==> src/rtl/ptw_pkg.sv <==
// Shared widths, entry layout and walker states for the page table walker.
// Assumes a two-level split of the VPN into equal-width index fields.
package ptw_pkg;
    localparam int VA_W       = 32;
    localparam int PAGE_SHIFT = 12;
    localparam int IDX_W      = 10;
    localparam int PTE_BYTES  = 4;
    localparam int PERM_W     = 3;
    localparam int VPN_W      = VA_W - PAGE_SHIFT;
    localparam int PPN_W      = VA_W - PAGE_SHIFT;
    localparam int PTE_W      = PTE_BYTES * 8;
    localparam int PTE_SHIFT  = $clog2(PTE_BYTES);
    localparam int SPARE_HI_W = PAGE_SHIFT - 7;

    typedef struct packed {
        logic [PPN_W-1:0]      frame;
        logic [SPARE_HI_W-1:0] spare_hi;
        logic                  modified;
        logic                  referenced;
        logic                  spare_lo;
        logic [PERM_W-1:0]     perm;
        logic                  valid;
    } pte_t;

    typedef enum logic [2:0] {
        ST_IDLE, ST_ROOT_REQ, ST_ROOT_WAIT, ST_LEAF_REQ,
        ST_LEAF_WAIT, ST_REFILL, ST_FAULT
    } walk_state_t;
endpackage

==> src/rtl/ptw_addr_gen.sv <==
// Forms the byte address of the next entry to read: table base plus the
// scaled index taken from the upper or lower VPN field.
// Assumes the caller holds base and VPN stable for the request cycle.
module ptw_addr_gen
    import ptw_pkg::*;
(
    input  logic             at_leaf,
    input  logic [VA_W-1:0]  root_base,
    input  logic [VA_W-1:0]  table_base,
    input  logic [VPN_W-1:0] vpn,
    output logic [VA_W-1:0]  entry_addr
);
    localparam int PAD_W = VA_W - IDX_W - PTE_SHIFT;

    logic [IDX_W-1:0] index;
    logic [VA_W-1:0]  base;

    // Select which VPN field and which table base apply to this level.
    always_comb begin
        index = at_leaf ? vpn[IDX_W-1:0] : vpn[VPN_W-1:IDX_W];
        base  = at_leaf ? table_base : root_base;
    end

    // Scale the index by the entry size and add it to the base.
    always_comb begin
        entry_addr = base + {{PAD_W{1'b0}}, index, {PTE_SHIFT{1'b0}}};
    end
endmodule

==> src/rtl/ptw_pte_decode.sv <==
// Splits a raw memory word into the entry fields used by the walker.
// Assumes the fixed layout held in ptw_pkg::pte_t; spare bits are dropped.
module ptw_pte_decode
    import ptw_pkg::*;
(
    input  logic [PTE_W-1:0]  raw,
    output logic              valid,
    output logic [PERM_W-1:0] perm,
    output logic              referenced,
    output logic              modified,
    output logic [PPN_W-1:0]  frame
);
    pte_t entry;
    logic unused_spare;

    // Overlay the layout and pull out each field.
    always_comb begin
        entry        = pte_t'(raw);
        valid        = entry.valid;
        perm         = entry.perm;
        referenced   = entry.referenced;
        modified     = entry.modified;
        frame        = entry.frame;
        unused_spare = ^{entry.spare_hi, entry.spare_lo};
    end
endmodule

==> src/rtl/ptw_engine.sv <==
// Two-level page table walker. It takes one miss at a time, reads the root
// entry and then the second-level entry, and ends with a refill or a fault.
// Assumes memory returns exactly one response per request, after any delay.
module ptw_engine
    import ptw_pkg::*;
(
    input  logic              clk,
    input  logic              rst_n,
    input  logic              miss_valid,
    output logic              miss_ready,
    input  logic [VA_W-1:0]   miss_vaddr,
    input  logic [VA_W-1:0]   root_base,
    output logic              rd_req_valid,
    output logic [VA_W-1:0]   rd_req_addr,
    input  logic              rd_resp_valid,
    input  logic [PTE_W-1:0]  rd_resp_data,
    output logic              refill_valid,
    output logic [VPN_W-1:0]  walk_vpn,
    output logic [PPN_W-1:0]  refill_ppn,
    output logic [PERM_W-1:0] refill_perm,
    output logic              refill_ref,
    output logic              refill_mod,
    output logic              fault_valid,
    output logic              fault_at_leaf
);
    walk_state_t       state_q;
    logic [VPN_W-1:0]  vpn_q;
    logic [VA_W-1:0]   root_q;
    logic [VA_W-1:0]   table_q;
    logic [PPN_W-1:0]  ppn_q;
    logic [PERM_W-1:0] perm_q;
    logic              ref_q;
    logic              mod_q;
    logic              leaf_fault_q;

    logic              resp_ok;
    logic [PERM_W-1:0] resp_perm;
    logic              resp_ref;
    logic              resp_mod;
    logic [PPN_W-1:0]  resp_frame;
    logic [VA_W-1:0]   next_addr;
    logic              unused_vaddr;

    ptw_pte_decode u_decode (
        .raw        (rd_resp_data),
        .valid      (resp_ok),
        .perm       (resp_perm),
        .referenced (resp_ref),
        .modified   (resp_mod),
        .frame      (resp_frame)
    );

    ptw_addr_gen u_addr (
        .at_leaf    (state_q == ST_LEAF_REQ),
        .root_base  (root_q),
        .table_base (table_q),
        .vpn        (vpn_q),
        .entry_addr (next_addr)
    );

    // Walk sequencing: accept, read root, read leaf, then report.
    always_ff @(posedge clk) begin
        if (!rst_n) begin
            state_q      <= ST_IDLE;
            vpn_q        <= '0;
            root_q       <= '0;
            table_q      <= '0;
            ppn_q        <= '0;
            perm_q       <= '0;
            ref_q        <= 1'b0;
            mod_q        <= 1'b0;
            leaf_fault_q <= 1'b0;
        end else begin
            case (state_q)
                ST_IDLE: if (miss_valid) begin
                    vpn_q   <= miss_vaddr[VA_W-1:PAGE_SHIFT];
                    root_q  <= root_base;
                    state_q <= ST_ROOT_REQ;
                end
                ST_ROOT_REQ: state_q <= ST_ROOT_WAIT;
                ST_ROOT_WAIT: if (rd_resp_valid) begin
                    if (resp_ok) begin
                        table_q <= {resp_frame, {PAGE_SHIFT{1'b0}}};
                        state_q <= ST_LEAF_REQ;
                    end else begin
                        leaf_fault_q <= 1'b0;
                        state_q      <= ST_FAULT;
                    end
                end
                ST_LEAF_REQ: state_q <= ST_LEAF_WAIT;
                ST_LEAF_WAIT: if (rd_resp_valid) begin
                    if (resp_ok) begin
                        ppn_q   <= resp_frame;
                        perm_q  <= resp_perm;
                        ref_q   <= resp_ref;
                        mod_q   <= resp_mod;
                        state_q <= ST_REFILL;
                    end else begin
                        leaf_fault_q <= 1'b1;
                        state_q      <= ST_FAULT;
                    end
                end
                default: state_q <= ST_IDLE;
            endcase
        end
    end

    // Output decode from the current state and the latched walk results.
    always_comb begin
        miss_ready    = (state_q == ST_IDLE);
        rd_req_valid  = (state_q == ST_ROOT_REQ) || (state_q == ST_LEAF_REQ);
        rd_req_addr   = next_addr;
        refill_valid  = (state_q == ST_REFILL);
        fault_valid   = (state_q == ST_FAULT);
        walk_vpn      = vpn_q;
        refill_ppn    = ppn_q;
        refill_perm   = perm_q;
        refill_ref    = ref_q;
        refill_mod    = mod_q;
        fault_at_leaf = leaf_fault_q;
        unused_vaddr  = ^miss_vaddr[PAGE_SHIFT-1:0];
    end

    assert_outcome_excl_R10: assert property (@(posedge clk) disable iff (!rst_n)
        !(refill_valid && fault_valid));
    assert_req_single_R10: assert property (@(posedge clk) disable iff (!rst_n)
        rd_req_valid |=> !rd_req_valid);
    assert_idle_quiet_R2: assert property (@(posedge clk) disable iff (!rst_n)
        miss_ready |-> (!rd_req_valid && !refill_valid && !fault_valid));
    assert_accept_req_R3: assert property (@(posedge clk) disable iff (!rst_n)
        (miss_valid && miss_ready) |=> rd_req_valid);
    assert_done_ready_R9: assert property (@(posedge clk) disable iff (!rst_n)
        (refill_valid || fault_valid) |=> miss_ready);
    assert_refill_after_resp_R7: assert property (@(posedge clk) disable iff (!rst_n)
        $rose(refill_valid) |-> $past(rd_resp_valid));
    assert_busy_holds_vpn_R2: assert property (@(posedge clk) disable iff (!rst_n)
        (!miss_ready && !$past(miss_ready)) |-> $stable(walk_vpn));
endmodule

==> config.mk <==
export PLATFORM = sky130hd
export DESIGN_NAME = ptw_engine
export DESIGN_NICKNAME = d
export VERILOG_FILES = /design/src/rtl/ptw_pkg.sv /design/src/rtl/ptw_addr_gen.sv /design/src/rtl/ptw_pte_decode.sv /design/src/rtl/ptw_engine.sv
export SDC_FILE = /design/constraint.sdc
export NUM_CORES = 1
export LEC_CHECK = 0
export CAP_MARGIN = 40
export CORE_ASPECT_RATIO = 0.9
export CORE_MARGIN = 2
export CORE_UTILIZATION = 50
export DETAILED_ROUTE_END_ITERATION = 7
export PLACE_DENSITY = 0.87
export SLEW_MARGIN = 15
export SYNTH_ARGS = -nofsm -noshare
export SYNTH_HDL_FRONTEND = slang
export SYNTH_SLANG_ARGS = --single-unit
==> constraint.sdc <==
create_clock -name clk -period 9.7 [get_ports clk]
set_input_delay 2.425 -clock clk [delete_from_list [all_inputs] [get_ports clk]]
set_output_delay 2.425 -clock clk [all_outputs]
set_load 0.05 [all_outputs]
# After elaboration in Yosys (flattened, before gate mapping)
# Index checks and enable logic that the tools add are counted.
# op_classes
n_addsub	1
n_eq_ne	11
mux	13
reduce_logical	8
# op_table
op	count
$add A32 B12 Y32	1
$mux W32	1
$pmux W3 S5	1
$mux W3	4
$mux W10	1
$ne A2 B2 Y1 const B	5
$eq A3 B3 Y1 const B	3
$reduce_and A3 Y1	3
$eq A3 B2 Y1 const B	2
$reduce_and A5 Y1	1
$mux W1	4
$eq A3 B1 Y1 const B	1
$logic_not A3 Y1	1
$mux W2	1
$pmux W1 S2	1
$reduce_and A2 Y1	1
$reduce_bool A2 Y1	1
$logic_or A1 B1 Y1	1
# totals
register_bits	101
in_bits	100
out_inout_bits	82
elab_cells	42

# Depth between registers and ports, before layout
# depth
ltp_word	3
ltp_mapped	16
mapped_depth_nobuf	12

# Hierarchy
# Synthesis repeated with hierarchy kept, for this count alone.
# unflattened
hier_cells	662
area_unflattened_um2	5616.6
# modules_own_cells
module	n_inst	cells_per_inst	area_per_inst_um2	seq_area_each_um2
ptw_engine	1	441	3898.7	2021.9
ptw_addr_gen	1	195	1522.7	0.0
ptw_pte_decode	1	26	195.2	0.0

# Worst setup path before layout
# No wires, ideal clock.
# synth_path
path_kind	reg-to-output
start	reg state_q[1]
end	out rd_req_addr[22]
arrival_ns	3.884
path_slack_ns	3.391
path_stages_with_launch	17
cell_sequence	dfxtp_1 -> buf_4 -> nand3b_1 -> buf_4 -> clkbuf_1 -> clkbuf_1 -> nand2_1 -> nand2_1 -> ha_1 -> inv_1 -> fa_1 -> nand2b_1 -> a21oi_1 -> nor4_4 -> nor4b_1 -> xnor2_1 -> mux2i_1
# synth_via
elab_chain_cells	3
elab_cells_between_ends	4
# synth_rtl
item	line_no	source
from (decl)	ptw_engine.sv:26	walk_state_t state_q;
from (signal assigned)	ptw_engine.sv:64	state_q <= ST_IDLE;
from (signal assigned)	ptw_engine.sv:78	state_q <= ST_ROOT_REQ;
from (signal assigned)	ptw_engine.sv:80	ST_ROOT_REQ: state_q <= ST_ROOT_WAIT;
$eq A3 B2 Y1 (*)	ptw_engine.sv:54	.at_leaf (state_q == ST_LEAF_REQ),
$mux W32 / $mux W10 (equally long branches)	ptw_addr_gen.sv:21, ptw_addr_gen.sv:20	
$add A32 B12 Y32 (*)	ptw_addr_gen.sv:26	entry_addr = base + {{PAD_W{1'b0}}, index, {PTE_SHIFT{1'b0}}};
to (decl)	ptw_engine.sv:14	output logic [VA_W-1:0] rd_req_addr,
# Mark *: on every way between the ends. The rest lies on a longest branch, timed or not.

# Worst setup path in the final report
# layout_path
start	reg state_q[0]
end	out rd_req_addr[30]
# Same word-level chain as after synthesis.

==> flow_summary.ini <==
[global_route]
grt_overflow_total = 0
maximum_number_of_pins_on_one_net_before_global_route_repair = 66
number_of_global_route_vias_before_repair = 5082
grt_most_used_layer = met2
initial_antenna_violation_count = 0
groute.usage.overall_pct = 26.80
grtUsageMet3_pct = 6.173
wire_length_of_the_first_global_routing_pass_um = 24970
grt_util_met2_pct = 45.19
gr-usage-met1_pct = 34.80

[drt]
wl_per_cell_um = 16.13
drc = 0
totalWireLength_um = 15470
drt-initial-drc-count = 283
vias = 5218
first_pass_iters = 5
post_drt_via_cell_ratio = 5.441
antenna_violating_nets_post_route = 0

[die]
top_level_pins = 182
fp.coreArea_um2 = 10380
chipHeight_um = 102.6
design.die.area_um2 = 11650
core.rowCount = 35
start_util_pct = 52.04
die_width_um = 113.6

[timing]
max-slew-margin-rel_pct = 58.14
finalMaxSlewViolations = 0
period_share_pct = 72.46
finalHoldViolations = 0
fmax_ghz = 0.1423
fin_setup_tns_ps = 0
period_needed_ps = 7028
finalSetupViolations = 0
fin_worst_hold_slack_ps = 463.7
tightestPinTransition_ps = 627.8
finalClockSkew_ps = 7.031
unrepaired_setup_endpoints_after_global_routing = no

[logic_synthesis]
synth.yosys.seq_area_share_pct = 37.43
yosys_most_used_dff = sky130_fd_sc_hd__dfxtp_1
synth.avg_cell_area_um2 = 7.897
ys.warnings.count = 0
count_of_state_elements_after_synthesis = 101
yosysUniqueCellTypes = 55
synth_enable_flop_cells = 0
synthArstFlopShare_pct = 0
mappedNetlistNets = 795
synthesis.instances = 684
post_synth_instance_area_um2 = 5401

[worst_setup_path]
cp_data_arrival_time_ps = 4600
worst-endpoint-required_ps = 7280
critPathKind = reg -> out
crit_path_end_kind = primary output
critical_path.startpoint_type = flip-flop
path_max_fanout = 30

[status]
status = finished, final reports clean

[clocking]
clk-insertion-delay-late_ps = 340
tritoncts_buffer_count = 9
cts.sink_count = 101
cts_tree = built
cts-root-buf = sky130_fd_sc_hd__clkbuf_16
cts_post_setup_buffers_inserted = 0
cts_hold_buf = 0
worst_setup_hold_path_clk_slew_ps = 70
cts_repair_resize_count = 0
htree_num_levels = 3
number_of_buffers_on_the_longest_clock_path = 2

[layout]
drive_gt1_share_pct = 5.181
areaGrowthSynthToFinish_pct = 36.99
num-fill-cells = 813
antennaDiodeCount = 0
multi_input_area_um2 = 3192
final_cell_count_no_fill = 959
final_cell_area_um2 = 7400
seqCellArea_um2 = 2022
design.final.nets = 936

[power]
post-layout-total-power_mw = 1.174
worst_ir_drop_vdd_mv = 0.1123
power_density_nw_per_um2 = 158.6
cellLeakagePower_nw = 2.610

[worst_hold_path]
hold_class = reg -> reg

[placed_design]
buffer_ports.inserted = 163
place_hpwl_um = 11320
placement.cell_area_um2 = 7101
dpl.cell_count = 943
gp_congestion = 0.9409

[flow_run]
max_cap_violations = 0
-- flip-flops by register name (all words and copies together), names as in the netlist --
register       cells
state_q            3
refill_ref         1
fault_at_leaf      1
table_q           20
refill_ppn        20
refill_perm        3
refill_mod         1
walk_vpn          20
root_q            32
-- worst max-delay path: stages, from the launching register on --
cell                              delay, ps
sky130_fd_sc_hd__dfxtp_1                570
sky130_fd_sc_hd__and3b_4                620
sky130_fd_sc_hd__nand2_1                100
sky130_fd_sc_hd__nand2_1                100
sky130_fd_sc_hd__ha_1                   170
sky130_fd_sc_hd__inv_1                   60
sky130_fd_sc_hd__fa_1                   410
sky130_fd_sc_hd__nand2b_1               190
sky130_fd_sc_hd__a21oi_1                350
sky130_fd_sc_hd__nor4_4                 130
sky130_fd_sc_hd__or3_1                  430
sky130_fd_sc_hd__nor2_1                 130
sky130_fd_sc_hd__xnor2_1                150
sky130_fd_sc_hd__clkdlybuf4s50_1        840
-- cells by family (layout without fill, tap and decap cells) --
family | count (synthesis) | count (layout) | share of synthesized area, %
muxes | 20 | 20 | 3.799
buffers and inverters | 47 | 193 | 3.591
DFF | 101 | 101 | 37.43
xor gates and xnor gates | 34 | 34 | 5.513
AOI/OAI and AO/OA | 142 | 142 | 19.53
and+or+nand+nor | 329 | 329 | 27.45
adders and majority gates | 11 | 11 | 2.687
-- cell type report --
class	count	share of cell area (%)
clock buffers	11	3.145
inverters	7	0.3551
flip-flops and latches	101	27.32
well taps	129	2.181
repair buffers	170	22.96
clock inverters	5	0.8962
multi-input cells	536	43.13
-- metrics by stage --
| step | setup WS, ps | utilization [%] |
|---|---|---|
| floorplan | 3391 | - |
| global placement | 3174 | 68.00 |
| detailed placement | 3088 | 68.41 |
| CTS | 2684 | 71.30 |
| global route | 2341 | 71.30 |
| finish | 2672 | 71.30 |
-- metal layers --
metal  vias to the layer above  routed length [µm]
li1                       2567                   -
met1                      2457                6860
met2                       176                7455
met3                        18                 952
met4                         0                 204
met5                         -                   0
-- report_power, final --
group	switching [mW]	internal [mW]	total, mW	leakage, nW
Combinational	0.211	0.129	0.341	1.65
Clock	0.164	0.204	0.368	0.143
Sequential	0.0249	0.440	0.465	0.822
Total	0.400	0.773	1.17	2.61
-- path summary, 6_finish.rpt --
| check | slack (ps) | start | cells past startpoint | to |
|---|---|---|---|---|
| min | 460 | refill_ppn[3] | 2 | refill_ppn[3] |
| max | 2670 | state_q[0] | 13 | rd_req_addr[30] |
| max reg2reg | 7830 | state_q[0] | 5 | root_q[9] |
| min reg2reg | 460 | refill_ppn[3] | 2 | refill_ppn[3] |
-- cells in the mapped netlist (3+ instances only) --
cell type	n	area [µm²]
sky130_fd_sc_hd__nand2b_1	5	31.28
sky130_fd_sc_hd__mux2i_1	19	190.2
sky130_fd_sc_hd__xnor2_1	25	219.0
sky130_fd_sc_hd__inv_1	7	26.28
sky130_fd_sc_hd__nand3_1	10	50.05
sky130_fd_sc_hd__a21oi_1	12	60.06
sky130_fd_sc_hd__xor2_1	9	78.83
sky130_fd_sc_hd__nand2_1	235	882.1
sky130_fd_sc_hd__and3_1	5	31.28
sky130_fd_sc_hd__dfxtp_1	101	2022
sky130_fd_sc_hd__nand4_1	4	25.02
sky130_fd_sc_hd__ha_1	10	125.1
sky130_fd_sc_hd__a21o_1	4	30.03
sky130_fd_sc_hd__nor3_1	4	20.02
sky130_fd_sc_hd__nor3_2	5	50.05
sky130_fd_sc_hd__a21boi_0	99	743.2
sky130_fd_sc_hd__clkbuf_1	35	131.4
sky130_fd_sc_hd__nor2_1	20	75.07
sky130_fd_sc_hd__o21ai_0	8	40.04
sky130_fd_sc_hd__o211ai_1	3	22.52
sky130_fd_sc_hd__and4_1	3	26.28
sky130_fd_sc_hd__and2_1	17	106.4
-- cells in the final DEF, fill, tap and decap left out, types with 3 or more instances in the layout --
master	n
sky130_fd_sc_hd__a21boi_0	99
sky130_fd_sc_hd__a21o_1	4
sky130_fd_sc_hd__a21oi_1	12
sky130_fd_sc_hd__and2_1	16
sky130_fd_sc_hd__and3_1	5
sky130_fd_sc_hd__and4_1	3
sky130_fd_sc_hd__buf_4	5
sky130_fd_sc_hd__clkbuf_16	9
sky130_fd_sc_hd__clkdlybuf4s50_1	162
sky130_fd_sc_hd__dfxtp_1	101
sky130_fd_sc_hd__ha_1	10
sky130_fd_sc_hd__inv_1	7
sky130_fd_sc_hd__mux2i_1	19
sky130_fd_sc_hd__nand2_1	235
sky130_fd_sc_hd__nand2b_1	5
sky130_fd_sc_hd__nand3_1	10
sky130_fd_sc_hd__nand4_1	4
sky130_fd_sc_hd__nor2_1	20
sky130_fd_sc_hd__nor3_1	3
sky130_fd_sc_hd__nor3_2	6
sky130_fd_sc_hd__o211ai_1	3
sky130_fd_sc_hd__o21ai_0	8
sky130_fd_sc_hd__xnor2_1	25
sky130_fd_sc_hd__xor2_1	9
Power figures use the tool's default switching activity.
